**config.mk**
```make
export PLATFORM = sky130hd
export DESIGN_NAME = burst_addr_gen
export DESIGN_NICKNAME = d
export VERILOG_FILES = /design/src/rtl/burst_ctr_pkg.sv /design/src/rtl/burst_cmd_decode.sv /design/src/rtl/burst_start_reg.sv /design/src/rtl/burst_counter.sv /design/src/rtl/burst_addr_gen.sv
export SDC_FILE = /design/constraint.sdc
export NUM_CORES = 1
export LEC_CHECK = 0
export ABC_AREA = 1
export ABC_CLOCK_PERIOD_IN_PS = 2400
export BUFFER_PORTS_ARGS = -buffer_cell sky130_fd_sc_hd__buf_2
export CAP_MARGIN = 20
export CORE_ASPECT_RATIO = 1.75
export CORE_UTILIZATION = 35
export CTS_CLUSTER_DIAMETER = 30
export DETAILED_ROUTE_END_ITERATION = 8
export GPL_ROUTABILITY_DRIVEN = 0
export PLACE_DENSITY_LB_ADDON = 0.25
export SLEW_MARGIN = 20
export SYNTH_ARGS = -nofsm -noshare
export SYNTH_HDL_FRONTEND = slang
export SYNTH_HIERARCHICAL = 1
export SYNTH_SLANG_ARGS = --single-unit
```
**constraint.sdc**
```tcl
create_clock -name clk -period 2.4 [get_ports clk]
set_clock_uncertainty 0.15 [all_clocks]
set_input_delay 0.12 -clock clk [delete_from_list [all_inputs] [get_ports clk]]
set_output_delay 0.12 -clock clk [all_outputs]
set_load 0.02 [all_outputs]
```
**src/rtl/burst_ctr_pkg.sv**
```systemverilog
package burst_ctr_pkg;
  typedef enum logic [1:0] {
    CMD_HOLD    = 2'd0,
    CMD_STEP    = 2'd1,
    CMD_LOAD    = 2'd2,
    CMD_RESTART = 2'd3
  } burst_cmd_e;
endpackage

```
**src/rtl/burst_cmd_decode.sv**
```systemverilog
module burst_cmd_decode
  import burst_ctr_pkg::*;
(
  input  logic       strobe_n,
  input  logic       cnt_en_n,
  input  logic       repeat_n,
  output burst_cmd_e cmd
);
  // Priority: restart, then load, then step
  always_comb begin
    if (!repeat_n)      cmd = CMD_RESTART;
    else if (!strobe_n) cmd = CMD_LOAD;
    else if (!cnt_en_n) cmd = CMD_STEP;
    else                cmd = CMD_HOLD;
  end
endmodule

```
**src/rtl/burst_start_reg.sv**
```systemverilog
module burst_start_reg
  import burst_ctr_pkg::*;
#(
  parameter int ADDR_W = 13
) (
  input  logic              clk,
  input  logic              rst,
  input  burst_cmd_e        cmd,
  input  logic [ADDR_W-1:0] ext_addr,
  output logic [ADDR_W-1:0] start_q
);
  always_ff @(posedge clk) begin
    if (rst)                  start_q <= '0;
    else if (cmd == CMD_LOAD) start_q <= ext_addr;
  end

  AST_START_ONLY_ON_LOAD: assert property (@(posedge clk) disable iff (rst)
    (cmd != CMD_LOAD) |=> $stable(start_q));
endmodule

```
**src/rtl/burst_counter.sv**
```systemverilog
module burst_counter
  import burst_ctr_pkg::*;
#(
  parameter int ADDR_W = 13
) (
  input  logic              clk,
  input  logic              rst,
  input  burst_cmd_e        cmd,
  input  logic [ADDR_W-1:0] ext_addr,
  input  logic [ADDR_W-1:0] start_q,
  output logic [ADDR_W-1:0] addr_q
);
  localparam logic [ADDR_W-1:0] ONE = ADDR_W'(1);

  always_ff @(posedge clk) begin
    if (rst) addr_q <= '0;
    else begin
      unique case (cmd)
        CMD_RESTART: addr_q <= start_q;
        CMD_LOAD:    addr_q <= ext_addr;
        CMD_STEP:    addr_q <= addr_q + ONE;
        default:     addr_q <= addr_q;
      endcase
    end
  end
endmodule

```
**src/rtl/burst_addr_gen.sv**
```systemverilog
module burst_addr_gen
  import burst_ctr_pkg::*;
#(
  parameter int ADDR_W = 13
) (
  input  logic              clk,
  input  logic              rst,
  input  logic [ADDR_W-1:0] ext_addr,
  input  logic              strobe_n,
  input  logic              cnt_en_n,
  input  logic              repeat_n,
  output logic [ADDR_W-1:0] addr
);
  burst_cmd_e        cmd;
  logic [ADDR_W-1:0] start_q;

  burst_cmd_decode u_dec (
    .strobe_n (strobe_n),
    .cnt_en_n (cnt_en_n),
    .repeat_n (repeat_n),
    .cmd      (cmd)
  );

  burst_start_reg #(.ADDR_W(ADDR_W)) u_start (
    .clk      (clk),
    .rst      (rst),
    .cmd      (cmd),
    .ext_addr (ext_addr),
    .start_q  (start_q)
  );

  burst_counter #(.ADDR_W(ADDR_W)) u_cnt (
    .clk      (clk),
    .rst      (rst),
    .cmd      (cmd),
    .ext_addr (ext_addr),
    .start_q  (start_q),
    .addr_q   (addr)
  );

  AST_LOAD_TAKES_EXT: assert property (@(posedge clk) disable iff (rst)
    (repeat_n && !strobe_n) |=> (addr == $past(ext_addr)));
  AST_STEP_PLUS_ONE: assert property (@(posedge clk) disable iff (rst)
    (repeat_n && strobe_n && !cnt_en_n) |=> (addr == ADDR_W'($past(addr) + 1'b1)));
  AST_REPEAT_TO_START: assert property (@(posedge clk) disable iff (rst)
    (!repeat_n) |=> (addr == $past(start_q)));
  AST_IDLE_HOLDS: assert property (@(posedge clk) disable iff (rst)
    (repeat_n && strobe_n && cnt_en_n) |=> $stable(addr));
  AST_REPEAT_BLOCKS_LOAD: assert property (@(posedge clk) disable iff (rst)
    (!repeat_n && !strobe_n) |=> $stable(start_q));
  AST_RESET_CLEARS: assert property (@(posedge clk)
    rst |=> (addr == '0 && start_q == '0));
endmodule

```
==> impl_metrics.yaml <==
outcome:
  status: "completed"
synth:
  synth-edff-count: 0
  synthesis.instances: 254
  synth.avg_cell_area_um2: 6.41
  ys.flop_type: "dfxtp_1"
  synth.most_common_cell: "nand2_1"
  postSynth.asyncResetShare_pct: 0
  ys_seq_area_share_pct: 32.0
  post_synth_main_area_contributors: "dfxtp_1 32%, nand2_1 12%, nand3_1 7.7%"
  ys_warns: 6
  synth.lib_cells_used.distinct: 24
  synth.top_cell.area_share_pct: 32.0
  post_synth_instance_area_um2: 1630
  ys_seq_elements: 26
  ys_top_cells_by_count: "52 x nand2_1, 30 x nor2_1, 27 x inv_1, 26 x dfxtp_1, 25 x nand3_1"
  synth_fp_nets: 276
  synthDominantAreaCellType: "dfxtp_1"
clocking:
  postCtsSetupBuffers: 0
  htree_num_levels: 1
  clock_path_buffers: 2
  clkLatencyLatePin_ps: 270
  tritoncts_num_sinks: 26
  holdBufCountCts: 0
  cts_made_buffers: 3
  number_of_gates_given_a_new_drive_strength_after_cts: 0
  root_buffer: "clkbuf_8"
  tritoncts: "done"
  clock_pin_slew_worst_setup_and_hold_paths_ps: 90
sta:
  finalHoldViolations: 0
  fmax_mhz: 619
  slew_headroom_pct: 71.9
  rsz0062_at_grt: "false"
  tightest_slew_ps: 421
  finalWorstPathRequiredPeriod_ps: 1620
  finalSetupViolCount: 0
  finalSetupTns_ps: 0
  report.final.slew_viol_count: 0
  min_period_over_period_pct: 67.3
worst_hold_path:
  holdCritPathClass: "in -> reg"
  whs_path_depth: 5
global_route:
  grt_pass1_wl_mm: 6.53
  grt_pass1_vias: 1440
  antenna_found_initial: 0
  use_met3_pct: 1.49
  grt_start_max_net_pins: 24
  global_route.usage.met1_pct: 21.6
  global_route_usage_sum_pct: 17.5
  grt_most_used_layer: "met2"
  overflow: 0
  grt_util_met2_pct: 29.5
critical_path:
  crit_path_max_incr_delay_ps: 410
  critical_path_class: "reg -> reg"
  cp.arrival_ps: 1680
  worst-path-stages: 9
  critPathMaxFanout: 8
  worst-path-buf-inv: 0
  critPathMostFrequentCell: "nand2_1"
  required_time_of_the_critical_path_ps: 2470
  cp_cell_sequence: "ha_1 -> nand2_2 -> nor2_4 -> nand3b_1 -> nand2_1 -> nand3_1 -> nand2_1 -> nand2_1 -> a21oi_2"
  timing.critical_path.slowest_stage_cell: "dfxtp_1"
  worst_r2r_path_depth: 9
  worstSetupStartpointType: "flop"
  crit_family: "simple AND/OR/NAND/NOR gates"
  setup.worst_path.end_class: "flop"
drt:
  routedWlPerCell_um: 11.7
  detailedRoute.firstPassIterationCount: 4
  route.detailed.drc: 0
  overall_via_count_from_detail_route: 1605
  final_antenna_net_count: 0
  routed_wirelength_mm: 3.87
  drt-initial-drc-count: 68
  via_per_inst: 4.86
floorplan:
  rows: 32
  design.core.area_um2: 4440
  start_util_pct: 36.7
  die_w_um: 53.6
  floorplan.die.height_um: 92.3
  die_area_um2: 4940
  top_level_ports: 31
final_layout:
  areaGrowthSynthToFinish_pct: 13.0
  layout-drive-gt1-share_pct: 19.7
  final_stage_net_count: 302
  antenna-diode-count: 0
  final_cell_area_um2: 1840
  postLayoutCoreUtil_pct: 41.4
placed_design:
  postPlaceCellArea_um2: 1790
  dp_hpwl_mm: 3.06
  numPortBuffers: 30
power_and_ir_drop:
  total_power_w: 0.00104
  powerDensity_nw_per_um2: 566
  static-leakage-power_nw: 0.883
  peakVddDrop_mv: 0.287
job:
  max-cap-violations: 0
[kinds of logic after synthesis]
| kind of cell | synth area share, % |
|---|---|
| buf+inv | 12.3 |
| simple gates | 34.3 |
| flops | 32.0 |
| fa+ha+maj | 3.07 |
| compound gates | 18.4 |
[power by group]
| group | total [W] | switching [W] | leakage, nW | internal (W) |
|---|---|---|---|---|
| sequential | 0.000505 | 0.0000360 | 0.215 | 0.000469 |
| combinational | 0.000246 | 0.000155 | 0.640 | 0.0000911 |
| clock | 0.000291 | 0.000144 | 0.0288 | 0.000147 |
| total | 0.00104 | 0.000335 | 0.883 | 0.000707 |
[registers in the layout (all words and copies together) (netlist names)]
| signal | cells |
|---|---|
| u_cnt/addr_q | 13 |
| u_start/start_q | 13 |
[cells in the final DEF (no fill, tap or decap)]
cell type | Yosys | final
a21oi_1 | 24 | 24
dfxtp_1 | 26 | 26
inv_2 | 7 | 7
nand2_1 | 52 | 52
nor2_4 | 5 | 5
nand3_1 | 25 | 25
o21ai_1 | 12 | 12
a21oi_2 | 4 | 4
a31oi_1 | 1 | 1
nand3b_1 | 1 | 1
or2_1 | 3 | 3
nand2_2 | 3 | 3
nand4_1 | 4 | 4
ha_1 | 4 | 4
nor2_1 | 30 | 30
o21ai_0 | 14 | 14
buf_2 | 3 | 30
clkbuf_8 | 0 | 4
buf_4 | 4 | 2
o31ai_1 | 1 | 1
inv_1 | 27 | 27
[layer usage]
| metal | vias to the layer above | share of wire, % |
|---|---|---|
| met5 | - | 0 |
| met4 | 0 | 1.8 |
| met3 | 5 | 3.4 |
| met2 | 35 | 50 |
| met1 | 695 | 45 |
| li1 | 870 | - |
[worst paths after layout]
path / slack [ps] / startpoint / end
setup / recovery: 780 / u_cnt/addr_q[0] / u_cnt/addr_q[10]
hold / removal: 7 / ext_addr[7] / u_start/start_q[7]
setup reg to reg: 780 / u_cnt/addr_q[0] / u_cnt/addr_q[10]
hold reg to reg: 340 / u_start/start_q[6] / u_start/start_q[6]
[per-stage QoR]
stage / instances / worst slack [ps] / hold WS (ps)
global route: 330 / 593 / 40.0
CTS: 330 / 772 / 11.0
global placement: 326 / 634 / 293
floorplan: 254 / 855 / 134
detailed placement: 326 / 590 / 296
finish: 330 / 785 / 6.64
[tightest hold or removal path, delay by kind of cell]
family	cells	cell delay, ps
buffers and inverters	2	120
and+or+nand+nor	3	160
[final cells by class]
class                           instances  area (um^2)
Timing Repair Buffer                   32          165
Tap cell                               51         63.8
Sequential cell                        26          520
Inverter                               34          128
Multi-Input combinational cell        183          908
Clock buffer                            4         55.1
Fill cell                             512         2600
(Power assumes the default switching activity.)
